<file path="src/rtl/vid_sync_master.sv">
module vid_sync_master #(
  parameter int LEN_525  = 1716,
  parameter int LEN_625  = 1728,
  parameter int HS_BYTES = 128
) (
  input  logic                        clk,
  input  logic                        rst_n,
  input  logic                        fmt_625,
  input  logic                        vbi_off,
  output logic                        hsync_n,
  output logic                        vsync_n,
  output logic                        field_even,
  output logic                        vblank,
  output logic [9:0]                  line_num,
  output logic [$clog2(LEN_625)-1:0]  sample_cnt
);
  localparam int SW = $clog2(LEN_625);
  localparam int LW = 10;
  localparam int PW = $clog2(625 * LEN_625 + 1);

  logic          run;
  logic [LW-1:0] line_q;
  logic [SW-1:0] samp_q;
  logic [SW-1:0] len_m1;
  logic [LW-1:0] last_line;
  logic [PW-1:0] len_p, half_p, pos;
  logic          eol, vs_win, vb_525, vb_625;

  assign len_m1    = fmt_625 ? SW'(LEN_625 - 1) : SW'(LEN_525 - 1);
  assign last_line = fmt_625 ? LW'(625) : LW'(525);
  assign eol       = samp_q >= len_m1;

  always_ff @(posedge clk) begin
    if (!rst_n) begin
      run    <= 1'b0;
      line_q <= LW'(1);
      samp_q <= '0;
    end else begin
      run <= 1'b1;
      if (run) begin
        if (eol) begin
          samp_q <= '0;
          line_q <= (line_q >= last_line) ? LW'(1) : line_q + 1'b1;
        end else begin
          samp_q <= samp_q + 1'b1;
        end
      end
    end
  end

  assign len_p  = fmt_625 ? PW'(LEN_625) : PW'(LEN_525);
  assign half_p = len_p >> 1;
  assign pos    = PW'(line_q - 1'b1) * len_p + PW'(samp_q);

  always_comb begin
    if (fmt_625)
      vs_win = (pos < PW'(2) * len_p + half_p) ||
               (pos >= PW'(312) * len_p + half_p && pos < PW'(315) * len_p);
    else
      vs_win = (pos >= PW'(3) * len_p && pos < PW'(6) * len_p) ||
               (pos >= PW'(265) * len_p + half_p && pos < PW'(268) * len_p + half_p);
  end

  assign vb_525 = (line_q <= LW'(21)) || (line_q >= LW'(262) && line_q <= LW'(284)) ||
                  (line_q == LW'(525));
  assign vb_625 = (line_q <= LW'(22)) || (line_q >= LW'(311) && line_q <= LW'(335)) ||
                  (line_q >= LW'(624));

  assign hsync_n    = !(run && samp_q < SW'(HS_BYTES));
  assign vsync_n    = !(run && vs_win);
  assign field_even = fmt_625 ? (line_q >= LW'(313)) : (line_q >= LW'(264));
  assign vblank     = !vbi_off && (fmt_625 ? vb_625 : vb_525);
  assign line_num   = line_q;
  assign sample_cnt = samp_q;

  AST_RESET_IDLE: assert property (@(posedge clk)
    !rst_n |=> (line_num == LW'(1) && sample_cnt == '0 && hsync_n && vsync_n));

  AST_SAMPLE_WRAP: assert property (@(posedge clk) disable iff (!rst_n)
    (run && sample_cnt == len_m1) |=> (sample_cnt == '0));

  AST_LINE_WRAP: assert property (@(posedge clk) disable iff (!rst_n)
    (run && eol && line_num == last_line) |=> (line_num == LW'(1)));

  AST_HS_CB_SLOT: assert property (@(posedge clk) disable iff (!rst_n)
    $fell(hsync_n) |-> (sample_cnt[1:0] == 2'b00));

  AST_ODD_COINCIDE: assert property (@(posedge clk) disable iff (!rst_n)
    ($fell(vsync_n) && !field_even) |-> $fell(hsync_n));

  AST_EVEN_MIDLINE: assert property (@(posedge clk) disable iff (!rst_n)
    ($fell(vsync_n) && field_even) |-> hsync_n);

  AST_FIELD_ODD_START: assert property (@(posedge clk) disable iff (!rst_n)
    (line_num == LW'(1)) |-> !field_even);
endmodule

</file>
<file path="config.mk">
export PLATFORM = sky130hd
export DESIGN_NAME = vid_sync_master
export DESIGN_NICKNAME = d
export VERILOG_FILES = /design/src/rtl/vid_sync_master.sv
export SDC_FILE = /design/constraint.sdc
export NUM_CORES = 1
export LEC_CHECK = 0
export BUFFER_PORTS_ARGS = -buffer_cell sky130_fd_sc_hd__buf_2
export CAP_MARGIN = 20
export CORE_ASPECT_RATIO = 1.1
export CORE_MARGIN = 10
export CORE_UTILIZATION = 47
export CTS_CLUSTER_DIAMETER = 60
export CTS_CLUSTER_SIZE = 20
export DETAILED_ROUTE_END_ITERATION = 12
export SYNTH_ARGS = -nofsm -noshare
export SYNTH_HDL_FRONTEND = slang
export SYNTH_SLANG_ARGS = --single-unit
</file>
<file path="constraint.sdc">
create_clock -name clk -period 22.9 [get_ports clk]
set_input_delay 2.29 -clock clk [delete_from_list [all_inputs] [get_ports clk]]
set_output_delay 2.29 -clock clk [all_outputs]
set_load 0.02 [all_outputs]
</file>
After elaboration in Yosys (flattened, before gate mapping)
Index checks and enable logic that the tools add are counted.

storage, ports and cells
  register bits after elaboration = 22
  output and inout port bits = 25
  logic and storage cells = 65
  input port bits = 4

cells by class
  add/sub/neg operators = 8
  muxes and demuxes = 9
  reduce and logical (&&, ||, !) cells = 18
  eq/ne operators = 1
  order comparisons = 19
  multipliers = 7

operators by type and width
  cell                     count
  $add A20 B10 Y21         3
  $ge A21 B21 Y1           2
  $ge A10 B9 Y1 const B    4
  $mul A9 B11 Y20 const A  2
  $mul A2 B11 Y13 const A  2
  $add A21 B11 Y21         1
  $ge A21 B13 Y1           1
  $lt A21 B13 Y1           1
  $lt A21 B14 Y1           1
  $lt A21 B20 Y1           1
  $lt A21 B21 Y1           1
  $mul A11 B12 Y21         1
  $le A10 B5 Y1 const B    2
  $le A10 B9 Y1 const B    2
  $mul A7 B11 Y18 const A  1
  $mul A6 B11 Y17 const A  1
  $mux W7                  2
  $add A12 B10 Y13         1
  $add A11 B1 Y11 const B  1
  $ge A11 B11 Y1           1
  $lt A11 B8 Y1 const B    1
  $mux W11                 1
  $sub A10 B1 Y11 const B  1
  $add A10 B1 Y10 const B  1
  other kinds (10)         27

Logic depth before layout (Yosys ltp)
Gate-level depths: netlist (run 1).

  depth in word-level cells = 9
  mapped depth = 32
  mapped depth without buffers = 30

Worst setup path after synthesis (run 1)
Ideal clock, no wire load.

  kind = input to output
  start = input port fmt_625
  end = output port vsync_n
  data required time = 20.610 ns
  stages = 24
  arrival time = 8.482 ns
  buffers on the path = 4
  path slack = 12.128 ns
  cell sequence = clkbuf_1 -> buf_1 -> clkbuf_1 -> nor2_1 -> fa_1 -> fa_1 -> fa_1 -> fa_1 -> inv_1 -> fa_1 -> inv_1 -> ha_1 -> clkbuf_1 -> nand2_1 -> o21ai_0 -> o21bai_1 -> xor2_1 -> ha_1 -> nor2b_1 -> and3b_1 -> a211oi_1 -> and4b_1 -> a2111oi_0 -> o32ai_2

between the ends
  word-level cells in the longest chain between the ends = 9
  elaborated cells on any way between the ends = 28
  those cells by class = 5 x add/sub; 7 x mul; 7 x order compare; 2 x mux; 7 x reduce/logical

ends and longest elaborated chain
  item                                            line        RTL
  start: declaration                              8           input logic fmt_625,
  $mux W7                                         51          assign len_p = fmt_625 ? PW'(LEN_625) : PW'(LEN_525);
  $mul A11 B12 Y21, or another cell as far along  53          assign pos = PW'(line_q - 1'b1) * len_p + PW'(samp_q);
  $add A21 B11 Y21, or another cell as far along  53
  $ge A21 B13 Y1, or another cell as far along    60          vs_win = (pos >= PW'(3) * len_p && pos < PW'(6) * len_p) ||
  $logic_and A1 B1 Y1 (on tied branches)          60, 58, 61
  $logic_or A1 B1 Y1 (on tied branches)           60, 57
  $mux W1 *                                       56          if (fmt_625)
  $logic_and A1 B1 Y1 *                           70          assign vsync_n = !(run && vs_win);
  $logic_not A1 Y1 *                              70
  end: declaration                                11          output logic vsync_n,

Every way passes the cells marked *; elsewhere a longest branch is shown, timed or not.

Final worst setup path (run 1)
Same ends and word-level chain as after synthesis.

==> metrics.csv, run 1 <==
metric,value,unit
finalHoldViolCount,0,
whs,547,ps
regArea,440,µm²
worstSetupPathType,primary input to output port,
start_util,47.6,%
die-height,133,µm
synth_cells,666,
drcViolationCount,0,
antenna_found_initial,0,
setup_viol,0,
finalMaxSlewViolations,0,
core,11400,µm²
firstDrtPassIters,6,
grt_pass1_vias,4666,
power_density,16.3,nW/µm²
ys.flop_type,dfxtp_1,
hold_end,sample_cnt[10],
n_antenna_cell,0,
layout_commonest_cell,inv_1,
grt_pass1_wl,21400,µm
cts_hold_buf,0,
grt_max_degree,44,
holdCritPathClass,register to register,
row_count,41,
grt_overflow,0,
grtUsageTotal,15.2,%
cts_max_path_buffers,2,
critPathMaxFanout,43,
postCtsSetupBuffers,0,
outcome,finished clean,
yosysSeqAreaShare,8.13,%
fill_cells,1157,
synth-edff-count,0,
nNetsFinal,841,
worst_setup_path_end_kind,output port,
route.met2.wl,5960,µm
wl_met3,258,µm
critPathMaxStageDelay,660,ps
met1Wirelength,5590,µm
port-buffer-count,28,
synthTopCellsByArea,"ha_1, fa_1, inv_1",
synth_fp_nets,826,
dpl.hpwl,9850,µm
place.gp.congestion,0.813,
tritoncts,built,
dieArea,16200,µm²
routed_wirelength,11900,µm
tns,0,ps
synth_cell_type_count,60,
cts.sinks,22,
yosysTopAreaCell,ha_1,
cp_slowest_cell,buf_2,
ctsResizeCount,0,
drtAntennaViolNets,0,
via_per_inst,5.40,
synth.avg_cell_area,8.14,µm²
crit_top_cell,inv_1,
vias,4482,
ios,29,
hold-path-cell-count,2,
ir_drop,0.0504,mV
synthArstFlopShare,0,%
min_period_over_period,50.4,%
cts-root-buf,clkbuf_16,
max_freq,0.0866,GHz
fin_crit,11550,ps
syn2layout_area_growth,6.56,%
cap_violations,0,
reg2regPathDepth,9,
yosysWarningCount,0,
h-tree-depth,1,
top_layer,met4,
crit_path_start_kind,primary input,
rsz0062_at_grt,no,
tightestPinTransition,879,ps
crit_required,20610,ps
fin_skew,2.93,ps
mostFrequentLayoutCells,"inv_1, ha_1, nor2_1, fa_1, nand2_1",
wl_per_cell,14.3,µm
numCtsBuffers,3,
syn_area,5420,µm²
die_x,122,µm
p_leak,3.18,nW
r2r-start,sample_cnt[1],
drive_above_1_share,6.91,%
cp.arrival,9260,ps
r2r_end,line_num[5],
synth_top_area_share,24.7,%
synth_seq_cells,22,
min-delay-start,sample_cnt[10],
slew_headroom,41.4,%
cts.clk_slew.worst_paths,60,ps
drtIter0Drc,190,
worst_skew_pair.late_latency,250,ps
multi_input_area,4420,µm²
r2r_slack,20270,ps
-- power breakdown --
| group | switching, mW | total, mW | internal [mW] |
|---|---|---|---|
| logic | 0.00945 | 0.0148 | 0.00534 |
| registers | 0.00101 | 0.0398 | 0.0387 |
| clock network | 0.0130 | 0.0396 | 0.0266 |
| total | 0.0234 | 0.0942 | 0.0707 |
-- per-stage QoR --
stage	utilization (%)	total power [mW]	setup slack, ps	instances	instance area [µm²]
floorplan	-	0.0506	12130	666	5420
global placement	49.9	0.0550	11550	826	5690
detailed placement	49.9	0.0553	11370	826	5690
CTS	50.7	0.0957	11350	830	5780
global route	50.7	0.0988	10870	830	5780
finish	50.7	0.0942	11350	830	5780
-- cell families (layout without fill, tap and decap cells) --
family,after synthesis,in the layout,synth area share (%)
compound gates,115,115,14.7
simple gates,176,176,16.1
buf+inv,149,163,10.3
flops,22,22,8.13
xor+xnor,42,42,6.93
other cells,1,1,0.0692
fa+ha+maj,156,156,42.8
mux,5,5,0.923
-- final cells by class --
type                            instances  area share, %
Inverter                              129           8.38
Multi-Input combinational cell        495           76.5
Tap cell                              150           3.25
Sequential cell                        22           7.63
Clock buffer                            4           1.54
Timing Repair Buffer                   30           2.69
-- sequential cells by signal, indices dropped and copies added (netlist names) --
| signal | cells |
|---|---|
| line_num | 10 |
| sample_cnt | 11 |
| run | 1 |
-- worst max-delay path: cells and delay by family --
kind                     cells  cell delay (ps)
AO/OA/AOI/OAI                5             1030
XOR/XNOR                     1              390
adder cells (fa/ha/maj)      7             3050
buffers and inverters        8             1650
AND/OR/NAND/NOR              5              840
-- worst max-delay path by stage --
stage / from / end / slack, ps / cells after the start
5_1_grt: fmt_625 / vsync_n / 10870 / 27
3_3_place_gp: fmt_625 / vsync_n / 11550 / 26
6_report: fmt_625 / vsync_n / 11350 / 26
2_1_floorplan: fmt_625 / vsync_n / 12130 / 24
3_5_place_dp: fmt_625 / vsync_n / 11370 / 26
4_1_cts: fmt_625 / vsync_n / 11350 / 26
-- layer usage --
| metal | vias up | GRT usage, % |
|---|---|---|
| met5 | - | 0 |
| met4 | 0 | 2.42 |
| met3 | 4 | 0.553 |
| met2 | 68 | 26.9 |
| met1 | 2144 | 20.2 |
| li1 | 2266 | - |
-- Yosys cell counts (all sizes together), types with 6 or more instances --
cell type	n
a21o	12
a21oi	28
a31oi	7
and3	10
clkbuf	15
dfxtp	22
fa	49
ha	107
inv	128
nand2	36
nand2b	7
nand3	8
nand4	10
nor2	58
nor3	16
nor4	11
o21a	6
o21ai	17
xnor2	24
xor2	18
Power figures use the tool's default switching activity.
==> run 2: changes to the inputs <==
==> constraint.sdc (replaced) <==
create_clock -name clk -period 10.7 [get_ports clk]
set_input_delay 1.07 -clock clk [delete_from_list [all_inputs] [get_ports clk]]
set_output_delay 1.07 -clock clk [all_outputs]
set_load 0.02 [all_outputs]
==> run 2 against run 1 <==
Sequential cell count is the same. Via count grew 0.18%. Power rose by 130%. Largest power group is now the clock network. Count of clock-buffer cells in the layout fell by 1.
==> metrics.csv, run 2 (synthesis results as in run 1) <==
metric,value,unit,change
outcome,finished clean,,unchanged
n_antenna_cell,0,,unchanged
crit_required,9630,ps,was 20610 ps
largest_reg_flops,11,,unchanged
power_density,38.0,nW/µm²,was 16.3 nW/µm²
whs,561,ps,was 547 ps
cts.sinks,22,,unchanged
critPathMaxFanout,13,,was 43
ctsResizeCount,0,,unchanged
via_per_inst,5.41,,was 5.40
drtAntennaViolNets,0,,unchanged
port-buffer-count,28,,unchanged
postLayoutCellArea,5790,µm²,was 5780 µm²
row_count,41,,unchanged
holdCritPathClass,register to register,,unchanged
drtIter0Drc,184,,was 190
worstSetupStartpoint,line_num[0],,was fmt_625
cts-root-buf,clkbuf_16,,unchanged
worst_skew_pair.late_latency,250,ps,about the same
place.gp.congestion,0.821,,was 0.813
tightestPinTransition,856,ps,was 879 ps
setup_viol,0,,unchanged
routed_wirelength,12000,µm,was 11900 µm
rsz0062_at_grt,no,,unchanged
start_util,47.6,%,unchanged
core,11400,µm²,unchanged
finalHoldViolCount,0,,unchanged
cts_hold_buf,0,,unchanged
cp.arrival,8190,ps,was 9260 ps
cap_violations,0,,unchanged
ios,29,,unchanged
grt_pass1_vias,4521,,was 4666
slew_headroom,42.9,%,was 41.4%
placed_area,5690,µm²,unchanged
crit_path_start_kind,register,,was primary input
min_period_over_period,86.5,%,
vias,4490,,was 4482
worst_setup_path_end_kind,output port,,unchanged
hold-path-cell-count,2,,unchanged
dieArea,16200,µm²,unchanged
r2r-start,sample_cnt[1],,unchanged
critPathMaxStageDelay,550,ps,was 660 ps
crit_top_cell,inv_1,,unchanged
met1Wirelength,5720,µm,was 5590 µm
antenna_found_initial,0,,unchanged
mostFrequentLayoutCells,"inv_1, ha_1, nor2_1, fa_1, nand2_1",,unchanged
min-delay-start,sample_cnt[10],,unchanged
firstDrtPassIters,4,,was 6
tns,0,ps,unchanged
cts.clk_slew.worst_paths,60,ps,about the same
wl_met3,378,µm,was 258 µm
nNetsFinal,841,,unchanged
ir_drop,0.122,mV,was 0.0504 mV
worstSetupPathType,register to output port,,was primary input to output port
numCtsBuffers,3,,unchanged
fin_crit,9260,ps,
cts_max_path_buffers,2,,unchanged
grtUsageTotal,15.3,%,was 15.2%
fin_skew,2.82,ps,was 2.93 ps
wl_per_cell,14.5,µm,was 14.3 µm
reg2regPathDepth,9,,unchanged
die_x,122,µm,unchanged
cp_slowest_cell,fa_1,,was buf_2
h-tree-depth,1,,unchanged
syn2layout_area_growth,6.86,%,was 6.56%
dpl.hpwl,9960,µm,was 9850 µm
route.met2.wl,5850,µm,was 5960 µm
grt_max_degree,44,,unchanged
postCtsSetupBuffers,0,,unchanged
layout_commonest_cell,inv_1,,unchanged
drive_above_1_share,6.91,%,unchanged
grt_overflow,0,,unchanged
max_freq,0.108,GHz,
p_leak,3.19,nW,was 3.18 nW
die-height,133,µm,unchanged
tritoncts,built,,unchanged
grt_pass1_wl,21500,µm,was 21400 µm
finalMaxSlewViolations,0,,unchanged
drcViolationCount,0,,unchanged
top_layer,met4,,unchanged
run 2: routing by layer:
| layer | global-route usage (%) | vias to the layer above |
|---|---|---|
| li1 | - | 2278 |
| met3 | 0.979 | 8 |
| met2 | 26.3 | 79 |
| met5 | 0 | - |
| met1 | 20.6 | 2125 |
| met4 | 2.82 | 0 |
run 2: critical path: cells and delay by family, from the launching register on:
family	cells	cell delay (ps)
DFF	1	440
and+or+nand+nor	9	1880
xor gates and xnor gates	2	830
buffers and inverters	6	570
AOI/OAI and AO/OA	6	1130
adders and majority gates	7	3090
run 2: layout make-up:
class | count | area (µm²)
fill | 1155 | 5600
multi-input combinational | 495 | 4420
inverter | 129 | 484
sequential | 22 | 440
tap | 150 | 188
timing repair buffer | 30 | 155
clock buffer | 3 | 75.1
clock inverter | 1 | 30.0
run 2: power breakdown:
group / internal [mW] / leakage, nW / switching [mW]
clock: 0.0742 / 0.0511 / 0.0287
combinational: 0.0114 / 2.96 / 0.0203
sequential: 0.0829 / 0.178 / 0.00237
run 2: worst paths after layout:
path | endpoint | slack, ps
worst max-delay path | vsync_n | 1440
worst min register to register | sample_cnt[10] | 560
worst max register to register | line_num[4] | 8050
worst min-delay path | sample_cnt[10] | 560
run 2: per-stage QoR:
| step | utilization, % | std cells | total power [mW] | worst slack (ps) |
|---|---|---|---|---|
| CTS | 50.9 | 830 | 0.222 | 1430 |
| finish | 50.9 | 830 | 0.220 | 1440 |
| detailed placement | 49.9 | 826 | 0.119 | 1450 |
| global placement | 49.9 | 826 | 0.118 | 1630 |
| floorplan | - | 666 | 0.108 | 2240 |
| global route | 50.9 | 830 | 0.229 | 783 |
